==> config.mk <==
export PLATFORM = sky130hd
export DESIGN_NAME = sem_latch_bank
export DESIGN_NICKNAME = d
export VERILOG_FILES = /design/src/rtl/sem_pkg.sv /design/src/rtl/sem_port_dec.sv /design/src/rtl/sem_cell.sv /design/src/rtl/sem_rd_hold.sv /design/src/rtl/sem_latch_bank.sv
export SDC_FILE = /design/constraint.sdc
export NUM_CORES = 1
export LEC_CHECK = 0
export ABC_CLOCK_PERIOD_IN_PS = 1600
export CAP_MARGIN = 0
export CORE_ASPECT_RATIO = 1.4
export CORE_MARGIN = 3
export CORE_UTILIZATION = 55
export DETAILED_ROUTE_END_ITERATION = 8
export DONT_BUFFER_PORTS = 1
export PLACE_DENSITY = 0.75
export SYNTH_ARGS = -nofsm -noshare
export SYNTH_HDL_FRONTEND = slang
export SYNTH_SLANG_ARGS = --single-unit
==> constraint.sdc <==
create_clock -name clk -period 1.6 [get_ports clk]
set_input_delay 0.08 -clock clk [delete_from_list [all_inputs] [get_ports clk]]
set_output_delay 0.08 -clock clk [all_outputs]
set_load 0.005 [all_outputs]
==> src/rtl/sem_pkg.sv <==
package sem_pkg;

   // Holder of one semaphore latch
   typedef enum logic [1:0] {
      OWN_NONE  = 2'd0,
      OWN_LEFT  = 2'd1,
      OWN_RIGHT = 2'd2
   } sem_owner_e;

endpackage

==> src/rtl/sem_port_dec.sv <==
// Decodes one port's controls into per-latch request and release strobes
// and a read-access indication.
module sem_port_dec #(
   parameter int NUM_SEM = 8,
   parameter int ADDR_W  = 15,
   parameter int DATA_W  = 16,
   localparam int SEL_W  = $clog2(NUM_SEM)
) (
   input  logic               sel,
   input  logic               mem_en,
   input  logic               wr,
   input  logic               oe,
   input  logic [ADDR_W-1:0]  addr,
   input  logic [DATA_W-1:0]  wdata,
   output logic [NUM_SEM-1:0] req,
   output logic [NUM_SEM-1:0] rel,
   output logic               rd_act,
   output logic [SEL_W-1:0]   rd_idx
);

   logic             acc;
   logic             wr_acc;
   logic [SEL_W-1:0] idx;
   logic             unused_bits;

   assign acc    = sel & ~mem_en;
   assign wr_acc = acc & wr;
   assign idx    = addr[SEL_W-1:0];
   assign rd_act = acc & ~wr & oe;
   assign rd_idx = idx;

   // Upper address and data bits take no part in semaphore traffic
   assign unused_bits = ^{addr[ADDR_W-1:SEL_W], wdata[DATA_W-1:1]};

   for (genvar i = 0; i < NUM_SEM; i++) begin : g_strobe
      logic hit;
      assign hit    = wr_acc & (idx == SEL_W'(i));
      assign req[i] = hit & ~wdata[0];
      assign rel[i] = hit &  wdata[0];
   end

endmodule

==> src/rtl/sem_cell.sv <==
// One semaphore latch: current holder plus one queued request from the
// side that does not hold it.
module sem_cell
   import sem_pkg::*;
(
   input  logic clk,
   input  logic rst_n,
   input  logic l_req,
   input  logic l_rel,
   input  logic r_req,
   input  logic r_rel,
   output logic l_view,
   output logic r_view
);

   sem_owner_e own_q, own_d;
   logic       pend_q, pend_d;

   always_comb begin
      own_d  = own_q;
      pend_d = pend_q;
      case (own_q)
         OWN_NONE: begin
            if (l_req) begin
               own_d  = OWN_LEFT;
               pend_d = r_req;
            end else if (r_req) begin
               own_d  = OWN_RIGHT;
               pend_d = 1'b0;
            end
         end
         OWN_LEFT: begin
            if (l_rel) begin
               own_d  = (r_req || (pend_q && !r_rel)) ? OWN_RIGHT : OWN_NONE;
               pend_d = 1'b0;
            end else if (r_req) begin
               pend_d = 1'b1;
            end else if (r_rel) begin
               pend_d = 1'b0;
            end
         end
         OWN_RIGHT: begin
            if (r_rel) begin
               own_d  = (l_req || (pend_q && !l_rel)) ? OWN_LEFT : OWN_NONE;
               pend_d = 1'b0;
            end else if (l_req) begin
               pend_d = 1'b1;
            end else if (l_rel) begin
               pend_d = 1'b0;
            end
         end
         default: begin
            own_d  = OWN_NONE;
            pend_d = 1'b0;
         end
      endcase
   end

   always_ff @(posedge clk or negedge rst_n) begin
      if (!rst_n) begin
         own_q  <= OWN_NONE;
         pend_q <= 1'b0;
      end else begin
         own_q  <= own_d;
         pend_q <= pend_d;
      end
   end

   assign l_view = (own_q != OWN_LEFT);
   assign r_view = (own_q != OWN_RIGHT);

endmodule

==> src/rtl/sem_rd_hold.sv <==
// Captures a port's view at the start of a read access, spreads it over
// the whole bus and holds it until the access ends.
module sem_rd_hold #(
   parameter int NUM_SEM = 8,
   parameter int DATA_W  = 16,
   localparam int SEL_W  = $clog2(NUM_SEM)
) (
   input  logic               clk,
   input  logic               rst_n,
   input  logic               rd_act,
   input  logic [SEL_W-1:0]   rd_idx,
   input  logic [NUM_SEM-1:0] views,
   output logic [DATA_W-1:0]  rdata
);

   logic act_q;

   always_ff @(posedge clk or negedge rst_n) begin
      if (!rst_n) begin
         act_q <= 1'b0;
         rdata <= '0;
      end else begin
         act_q <= rd_act;
         if (!rd_act) begin
            rdata <= '0;
         end else if (!act_q) begin
            rdata <= {DATA_W{views[rd_idx]}};
         end
      end
   end

endmodule

==> src/rtl/sem_latch_bank.sv <==
module sem_latch_bank #(
   parameter int NUM_SEM = 8,
   parameter int ADDR_W  = 15,
   parameter int DATA_W  = 16,
   localparam int SEL_W  = $clog2(NUM_SEM)
) (
   input  logic              clk,
   input  logic              rst_n,
   input  logic              l_sel,
   input  logic              l_mem_en,
   input  logic              l_wr,
   input  logic              l_oe,
   input  logic [ADDR_W-1:0] l_addr,
   input  logic [DATA_W-1:0] l_wdata,
   output logic [DATA_W-1:0] l_rdata,
   input  logic              r_sel,
   input  logic              r_mem_en,
   input  logic              r_wr,
   input  logic              r_oe,
   input  logic [ADDR_W-1:0] r_addr,
   input  logic [DATA_W-1:0] r_wdata,
   output logic [DATA_W-1:0] r_rdata
);

   // Elaboration-time parameter checks
   if (NUM_SEM < 2 || (NUM_SEM & (NUM_SEM - 1)) != 0) begin : g_bad_num
      $error("NUM_SEM must be a power of two, at least 2");
   end
   if (ADDR_W <= SEL_W) begin : g_bad_addr
      $error("ADDR_W must exceed the latch index width");
   end
   if (DATA_W < 2) begin : g_bad_data
      $error("DATA_W must be at least 2");
   end

   logic [NUM_SEM-1:0] l_req, l_rel, r_req, r_rel;
   logic [NUM_SEM-1:0] l_view, r_view;
   logic               l_rd_act, r_rd_act;
   logic [SEL_W-1:0]   l_rd_idx, r_rd_idx;

   sem_port_dec #(.NUM_SEM(NUM_SEM), .ADDR_W(ADDR_W), .DATA_W(DATA_W)) u_dec_l (
      .sel(l_sel), .mem_en(l_mem_en), .wr(l_wr), .oe(l_oe),
      .addr(l_addr), .wdata(l_wdata),
      .req(l_req), .rel(l_rel), .rd_act(l_rd_act), .rd_idx(l_rd_idx)
   );

   sem_port_dec #(.NUM_SEM(NUM_SEM), .ADDR_W(ADDR_W), .DATA_W(DATA_W)) u_dec_r (
      .sel(r_sel), .mem_en(r_mem_en), .wr(r_wr), .oe(r_oe),
      .addr(r_addr), .wdata(r_wdata),
      .req(r_req), .rel(r_rel), .rd_act(r_rd_act), .rd_idx(r_rd_idx)
   );

   for (genvar i = 0; i < NUM_SEM; i++) begin : g_cell
      sem_cell u_cell (
         .clk(clk), .rst_n(rst_n),
         .l_req(l_req[i]), .l_rel(l_rel[i]),
         .r_req(r_req[i]), .r_rel(r_rel[i]),
         .l_view(l_view[i]), .r_view(r_view[i])
      );
   end

   sem_rd_hold #(.NUM_SEM(NUM_SEM), .DATA_W(DATA_W)) u_rd_l (
      .clk(clk), .rst_n(rst_n), .rd_act(l_rd_act), .rd_idx(l_rd_idx),
      .views(l_view), .rdata(l_rdata)
   );

   sem_rd_hold #(.NUM_SEM(NUM_SEM), .DATA_W(DATA_W)) u_rd_r (
      .clk(clk), .rst_n(rst_n), .rd_act(r_rd_act), .rd_idx(r_rd_idx),
      .views(r_view), .rdata(r_rdata)
   );

endmodule

### After elaboration in Yosys (flattened, before gate mapping)

Index checks and enable logic that the tools add are counted.

| storage, ports and cells | value |
|---|---|
| bits in writable memories | 0 |
| register bits | 58 |
| bits in latches | 0 |
| memories kept | 0 |
| word-level logic and storage cells | 382 |
| input bits | 72 |
| bits in read-only memories | 0 |
| output and inout port bits | 32 |

| cells by class | value |
|---|---|
| muxes and demuxes | 136 |
| reductions and logical operators | 74 |
| equality and inequality tests | 88 |
| magnitude comparators | 2 |
| divide/modulo/power cells | 0 |
| bitwise operators | 62 |
| shift-type cells | 0 |
| multipliers | 0 |
| add/sub/neg operators | 0 |

Operators with widths:

| kind | number |
|---|---|
| 2-to-1 mux 2 bit | 40 |
| 2-to-1 mux 1 bit | 74 |
| 2-to-1 mux 16 bit | 4 |
| != test 4 x 1 -> 1 bit (second input constant) | 16 |
| AND 1 bit | 56 |
| != test 2 x 1 -> 1 bit (second input constant) | 24 |
| case mux 2 bit (3 select lines) | 8 |
| AND reduction 3 bit | 16 |
| == test 3 bit (second input constant) | 8 |
| != test 3 x 1 -> 1 bit (second input constant) | 8 |
| case mux 1 bit (3 select lines) | 8 |
| != test 2 bit (second input constant) | 10 |
| == test 2 x 1 -> 1 bit (second input constant) | 8 |
| == test 2 bit (second input constant) | 8 |
| logical AND 1 bit | 16 |
| zero test 1 bit | 16 |
| zero test 2 bit | 8 |
| logical OR 1 bit | 16 |
| == test 3 x 2 -> 1 bit (second input constant) | 4 |
| < comparator 3 x 4 -> 1 bit (second input constant) | 2 |
| binary-select mux 1 bit (select 3 bit) | 2 |
| == test 3 x 1 -> 1 bit (second input constant) | 2 |
| zero test 3 bit | 2 |
| NOT 1 bit | 6 |

### Logic depth before layout (Yosys ltp)

Gate-level depths: netlist of the first run.

| logic depth | value |
|---|---|
| word-level depth | 11 |
| mapped depth | 7 |
| gate-level depth less buffers | 5 |

### Cells and area by module

A second synthesis of the first run with hierarchy kept.

| second synthesis, totals | value |
|---|---|
| cells, all modules | 302 |
| area, all modules | 2565.0 um^2 |

By module, submodules not included:

| module | instances | cells an instance | area an instance (um^2) |
|---|---|---|---|
| sem_cell | 8 | 23 | 203.9 |
| sem_rd_hold | 2 | 27 | 245.2 |
| sem_port_dec | 2 | 32 | 221.5 |

### Worst setup path before layout of the first run

OpenSTA, ideal clock, no wires.

| timing path | value |
|---|---|
| kind | reg-to-reg |
| start point | reg g_cell[4].u_cell.own_q[0] |
| end point | reg u_rd_l.rdata[14] |
| arrival | 1455 ps |
| required time | 1480 ps |
| stages on the path, launching flop included | 7 |
| period minus slack after synthesis | 1575 ps |
| path buffers | 1 |
| setup slack | 25 ps |
| path through | dfrtp_1 clkbuf_1 nand2b_1 nor2_1 a31oi_1 mux4_1 o211a_1 |

| on the way | value |
|---|---|
| word-level cells in the longest chain between the ends | 5 |

RTL lines:

| element | RTL line | source |
|---|---|---|
| from (decl) | sem_cell.sv:16 | `sem_owner_e own_q, own_d;` |
| from (signal assigned) | sem_cell.sv:64 | `own_q <= own_d;` |
| != test 2 x 1 -> 1 bit | sem_cell.sv:69 | `assign l_view = (own_q != OWN_LEFT);` |
| binary-select mux 1 bit (select 3 bit) | sem_rd_hold.sv:27 | `rdata <= {DATA_W{views[rd_idx]}};` |
| 2-to-1 mux 1 bit (implied by the code) | sem_rd_hold.sv:27 |  |
| 2-to-1 mux 16 bit | sem_rd_hold.sv:26 | `end else if (!act_q) begin` |
| 2-to-1 mux 16 bit | sem_rd_hold.sv:24 | `if (!rd_act) begin` |
| to (signal assigned) | sem_rd_hold.sv:27 |  |
| to (decl) | sem_rd_hold.sv:13 | `output logic [DATA_W-1:0] rdata` |

Every way passes these cells. The select of a mux whose other input is x is not followed.
A chain may end at the register's enable or synchronous reset.

### Worst setup path in the final report of the first run

| timing path | value |
|---|---|
| start point | reg g_cell[1].u_cell.own_q[0] |
| end point | reg g_cell[1].u_cell.pend_q |

| on the way | value |
|---|---|
| word-level cells in the longest chain between the ends | 3 |
| elaborated cells on any way between the ends | 8 |
| those cells by class | eq/ne: 5; mux: 1; reduce/logical: 2 |

RTL lines:

| element | RTL line | source |
|---|---|---|
| from (decl) | sem_cell.sv:16 |  |
| from (signal assigned) | sem_cell.sv:64 |  |
| == test 2 bit (tied with other cells) | sem_cell.sv:22 | `case (own_q)` |
| != test 4 x 1 -> 1 bit (no source line) or != test 3 x 1 -> 1 bit (tied branches) | -- |  |
| AND reduction 3 bit (no source line) | -- |  |
| to (signal assigned) | sem_cell.sv:65 | `pend_q <= pend_d;` |
| to (decl) | sem_cell.sv:17 | `logic pend_q, pend_d;` |

Several ways; a longest one is shown, not always the timed one.

==> run metrics, run 1 <==
status=finished clean; # Max-Cap Violations=0; Clock Pin Slew Worst Setup and Hold Paths=approximately 0.1 ns; Initial Util=58.22%; initial detailed-routing violation count=approximately 210; Layout Skew=approximately 0.0086 ns; Layout Nets=429; Clock Latency Late Sink=0.29 ns; Critical Path AT=~1.8 ns; Placed Instances=between 400 and 500; number of CTS-inserted buffers=3; DRC Markers=0; asr flop ratio synth=100.0%; Post-synth EDFFs=0; # setup viols final=0; antenna fix cells=0; worst-path fanout max=4; Util after Layout=between 60 and 70%; via count=2792; Power per Cell Area=just over 900 mW/mm^2; Distinct cells, synth=72; Detail Placement HPWL=about 5300 um; FP Rows=29; Synth warnings=0; largest net degree at the start of global routing=29; Avg Cell Area, Syn=between 7 and 8 sq um; root buffer cell=clkbuf_8; critical setup path kind=register to register; Synth Instances=approximately 350; Final min period=1.577 ns; slew margin rel.=about three quarters; routed wire length=between 7000 and 8000 um; total global routing overflow=0; Max Buffers Root-to-Sink=2; Worst Tran Pin Value=0.3851 ns; top-count cell post-synth=nor2_1; commonest cells in the synthesized netlist=nor2_1 (40), nand2_1 (32), buf_4 (30), dfrtp_1 (28); ratio of cells with drive above 1 in the final layout=approximately a fifth; wire per inst=~18 um; Slew Viols, Final=0; syn_nets=around 420; Synth Cell Area=between 0.002 and 0.003 sq mm; Tcrit/Tclk final=98.56%; Fin. Hold Viols=0; top_reg_cell synth=dfrtp_1; P_leak=1.187 nW; largest area contributor in the netlist=dfrtp_1; Die Area=~0.0058 sq mm; Die X=roughly 65 um; remaining antenna violation count=0; Design Area, Final=0.002997 sq mm; total track usage=a little over a quarter; top cells by area, synth=dfrtp_1 (26%), buf_4 (8.3%), nor2_1 (5.6%); core area=0.004644 sq mm; IO Pins=between 100 and 150; gpl congestion=about 0.86; Peak VDD IR=~570 uV; Final Power=around 2.8 mW; CP Capture Type=register; initial antenna violation count=0; worst hold path type=input pin to register; global-route wire length before repair=between 10000 and 15000 um; vias per cell=~6.7; sequential area share after synthesis=between 20 and 30%; register bit total from synthesis=28; DR pass1 iterations=5; htree depth=1; WP data required=~1.8 ns; Placement Cell Area=about 0.0028 sq mm; area grow syn2layout=10.83%; setup_tns=0 ns; area fraction of the dominant cell type after synthesis=between 20% and 30%; height of the die=between 80 and 90 um; R2R Setup Slk=around 0.023 ns; f_max=634.2 MHz; Post-Layout Cell Count=between 400 and 500; CTS tree=built; IO Port Bufs=0; vias in the first global route=2693; Clock Sinks=28; CP Launch Type=register
## worst max-delay path, cell delays in order (launching register included)
cell       delay [ns]
dfrtp_1          0.43
buf_4            0.17
o31a_1           0.32
a2111oi_4        0.22
mux2_4           0.34
## cell families after synthesis
kind of cell           after synthesis  share of synthesized area [%]
flip-flops                          28                          25.91
XOR/XNOR                             2                         0.6480
multiplexers                         5                          2.545
buffers and inverters               59                          13.00
AO/OA/AOI/OAI                       99                          26.29
AND/OR/NAND/NOR                    158                          31.61
## report_power, final
group	total, mW	switching (mW)	internal [mW]
sequential	1.01	0.142	0.871
clock	0.401	0.231	0.170
combinational	1.34	0.659	0.677
total	2.75	1.03	1.72
## placed cells by master (no fill, tap or decap), drive strengths merged, types with 6 or more instances in the layout
master and n:
o211ai 8, nor3 14, nor2 40, a31oi 10
inv 6, nand2b 10, nor2b 10, dfrtp 28
buf 47, dlygate4sd3 7, nand2 32, o21ai 15
a21oi 16, nand3 16
## through the flow
| stage | setup WS [ns] | hold slack (ns) |
|---|---|---|
| after floorplan | 0.02469 | -0.2156 |
| after global placement | 0.001574 | -0.2147 |
| after detailed placement | -0.02535 | -0.2145 |
| after CTS | -0.02344 | 0.01945 |
| after global routing | -0.002441 | 0.04761 |
| final | 0.02310 | 0.02952 |
## path summary, 6_finish.rpt
| check | startpoint | to | depth (start not counted) |
|---|---|---|---|
| min in group asynchronous | rst_n | u_rd_l.rdata[14]$_DFFE_PN0P_ | 2 |
| worst max register to register | g_cell[1].u_cell.own_q[0]$_DFFE_PN0P_ | g_cell[1].u_cell.pend_q$_DFFE_PN0P_ | 4 |
| worst max-delay path | g_cell[1].u_cell.own_q[0]$_DFFE_PN0P_ | g_cell[1].u_cell.pend_q$_DFFE_PN0P_ | 4 |
| max in group asynchronous | rst_n | g_cell[5].u_cell.own_q[0]$_DFFE_PN0P_ | 2 |
| worst min register to register | u_rd_l.act_q$_DFF_PN0_ | u_rd_l.rdata[14]$_DFFE_PN0P_ | 1 |
| worst min-delay path | l_wdata[0] | g_cell[2].u_cell.pend_q$_DFFE_PN0P_ | 3 |
## repair_timing
item / CTS / global route
pin swaps: 0 / 2
setup endpoints to repair: 2 / 5
hold buffers: 8 / 0
buffers inserted: 0 / 3
gates cloned: 0 / 0
endpoints found under the hold margin: 39 / 0
resized for setup: 2 / 15
## per-layer routing
metal	global-route usage (%)	share of wire (%)	vias up
li1	-	-	1302
met1	31.35	38	1332
met5	0	0	-
met4	12.64	2.2	0
met2	47.19	51	137
met3	4.403	9.1	21
## layout make-up
class	instances	area, sq um
multi-input cells	264	1715
fillers	432	1648
flip-flops and latches	28	704.4
repair buffers	54	435.4
well taps	62	77.57
clock buffers	3	41.29
inverters	6	22.52
## registers in the layout, summed over array words and instances, names as in the netlist
signal                flops
g_cell.u_cell.own_q      16
g_cell.u_cell.pend_q      8
u_rd_l.act_q              1
u_rd_l.rdata              1
u_rd_r.act_q              1
u_rd_r.rdata              1
Note: power is estimated with default switching activity, not from simulation.
==> inputs of run 2 (changes only) <==
CELL_PAD_IN_SITES_DETAIL_PLACEMENT = 0   (was unset)
CELL_PAD_IN_SITES_GLOBAL_PLACEMENT = 1   (was unset)
CORE_UTILIZATION = 41   (was 55)
PLACE_DENSITY = 0.79   (was 0.75)
==> run metrics, run 2 (synthesis results as in run 1) <==
vias in the first global route=around 2600; Final min period=~1.6 ns; leading registers by flop count=g_cell.u_cell.own_q: 16 flops, g_cell.u_cell.pend_q: 8 flops; RSZ-0062 raised after global routing=yes; FP Rows=34; most frequent cells in the layout=buf_4 (44), nor2_1 (39), nand2_1 (32), dfrtp_1 (28); CTS tree=built; # setup viols final=1; worst hold slack=between 0.02 and 0.03 ns; Layout Skew=0.006557 ns; Layout Nets=around 430; critical setup path kind=register to register; Die X=74.64 um; Reg with most FFs=g_cell.u_cell.own_q; pre-CTS setup slack=-0.06293 ns; Critical Path AT=between 1.5 and 2 ns; wire per inst=17.97 um; Most Crowded Layer GR=met2; Post-Layout Cell Count=between 400 and 500; GRT met1 Usage=around a quarter; IO Pins=~100; Util after Layout=between 40% and 50%; ratio of cells with drive above 1 in the final layout=16.90%; Critical R2R Launch=g_cell[1].u_cell.own_q[0]$_DFFE_PN0P_; initial detailed-routing violation count=between 200 and 300; root buffer cell=clkbuf_8; Tcrit/Tclk final=100.7%; Clock Pin Slew Worst Setup and Hold Paths=about 0.11 ns; routed wire length=roughly 7700 um; htree depth=1; antenna fix cells=0; HP Start=l_wdata[0]; Worst Tran Pin Value=about 0.39 ns; # Post-CTS Setup Buffers=0; max FFs per register=16; Slew Viols, Final=0; remaining antenna violation count=0; # Max-Cap Violations=0; area grow syn2layout=10.37%; number of CTS-inserted buffers=3; vias per cell=6.311; CP Capture Type=register; Design Area, Final=0.002984 sq mm; status=finished, violations left; r2r endpoint=g_cell[1].u_cell.pend_q$_DFFE_PN0P_; largest net degree at the start of global routing=29; Peak VDD IR=approximately 390 uV; gpl congestion=approximately 0.93; global-route wire length before repair=~12000 um; Placed Instances=approximately 420; DRC Markers=0; Die Area=0.007619 sq mm; failing checks=negative setup slack; Final Power=between 2 and 3 mW; Clock Latency Late Sink=around 0.28 ns; worst-path fanout max=4; Fin. Hold Viols=0; Power per Cell Area=between 900 and 1000 mW/mm^2; Initial Util=a little over two fifths; DR pass1 iterations=4; WP data required=between 1.5 and 2 ns; initial antenna violation count=0; commonest non-fill, non-tap cell in the layout=buf_4; Placement Cell Area=0.002815 sq mm; Clock Sinks=28; hold depth=3; via count=about 2700; PnR worst setup slack=-0.01119 ns; core area=0.006296 sq mm; CP Launch Type=register; total track usage=between 20% and 30%; slew margin rel.=about three quarters; Min-Delay Endpoint=g_cell[2].u_cell.pend_q$_DFFE_PN0P_; Max Buffers Root-to-Sink=2; met3 Resource Use GR=about 2.6%; total global routing overflow=0; P_leak=between 1 and 1.5 nW; IO Port Bufs=0; R2R Setup Slk=-0.01 ns; Detail Placement HPWL=roughly 5500 um; M2 GR Usage=between 30% and 40%; worst hold path type=input pin to register; setup_tns=-0.01119 ns; f_max=around 620 MHz; Worst R2R Path Depth=4; height of the die=around 100 um
-- run 2: layout make-up --
type | count | area (sq um)
fill | 624 | 3312
multi-input combinational | 264 | 1679
sequential | 28 | 700.7
inverter | 6 | 22.52
timing repair buffer | 54 | 450.4
clock buffer | 3 | 41.29
tap | 72 | 90.09
-- run 2: how the worst max path moves through the flow --
stage	cells after the start	start	endpoint
3_5_place_dp	7	g_cell[5].u_cell.own_q[1]$_DFFE_PN0P_	u_rd_r.rdata[14]$_DFFE_PN0P_
2_1_floorplan	6	g_cell[4].u_cell.own_q[0]$_DFFE_PN0P_	u_rd_l.rdata[14]$_DFFE_PN0P_
6_report	4	g_cell[1].u_cell.own_q[0]$_DFFE_PN0P_	g_cell[1].u_cell.pend_q$_DFFE_PN0P_
5_1_grt	6	g_cell[1].u_cell.own_q[0]$_DFFE_PN0P_	u_rd_r.rdata[14]$_DFFE_PN0P_
3_3_place_gp	7	g_cell[7].u_cell.own_q[0]$_DFFE_PN0P_	u_rd_r.rdata[14]$_DFFE_PN0P_
4_1_cts	4	g_cell[1].u_cell.own_q[0]$_DFFE_PN0P_	g_cell[1].u_cell.pend_q$_DFFE_PN0P_
-- run 2: worst max-delay path, cell delays in order, from the launching register on --
cell and delay, ns:
dfrtp_1 0.44, buf_4 0.16, o31a_1 0.27, a2111oi_4 0.31
mux2_4 0.33
-- run 2: where the power goes --
part	internal, mW	switching [mW]	total [mW]
combinational	0.689	0.700	1.39
sequential	0.868	0.101	0.970
clock	0.170	0.243	0.414
total	1.73	1.05	2.77
-- run 2: metal layers --
layer  vias up  share of wire, %
li1       1295                 -
met1      1298                39
met2        86                52
met3        16               5.9
met4         0               2.9
met5         -                 0
-- run 2: timing repair --
action,CTS,global route
hold buffers,9,0
resized for setup,2,5
endpoints found under the setup margin,1,5
pin swaps,0,3
endpoints found under the hold margin,39,0
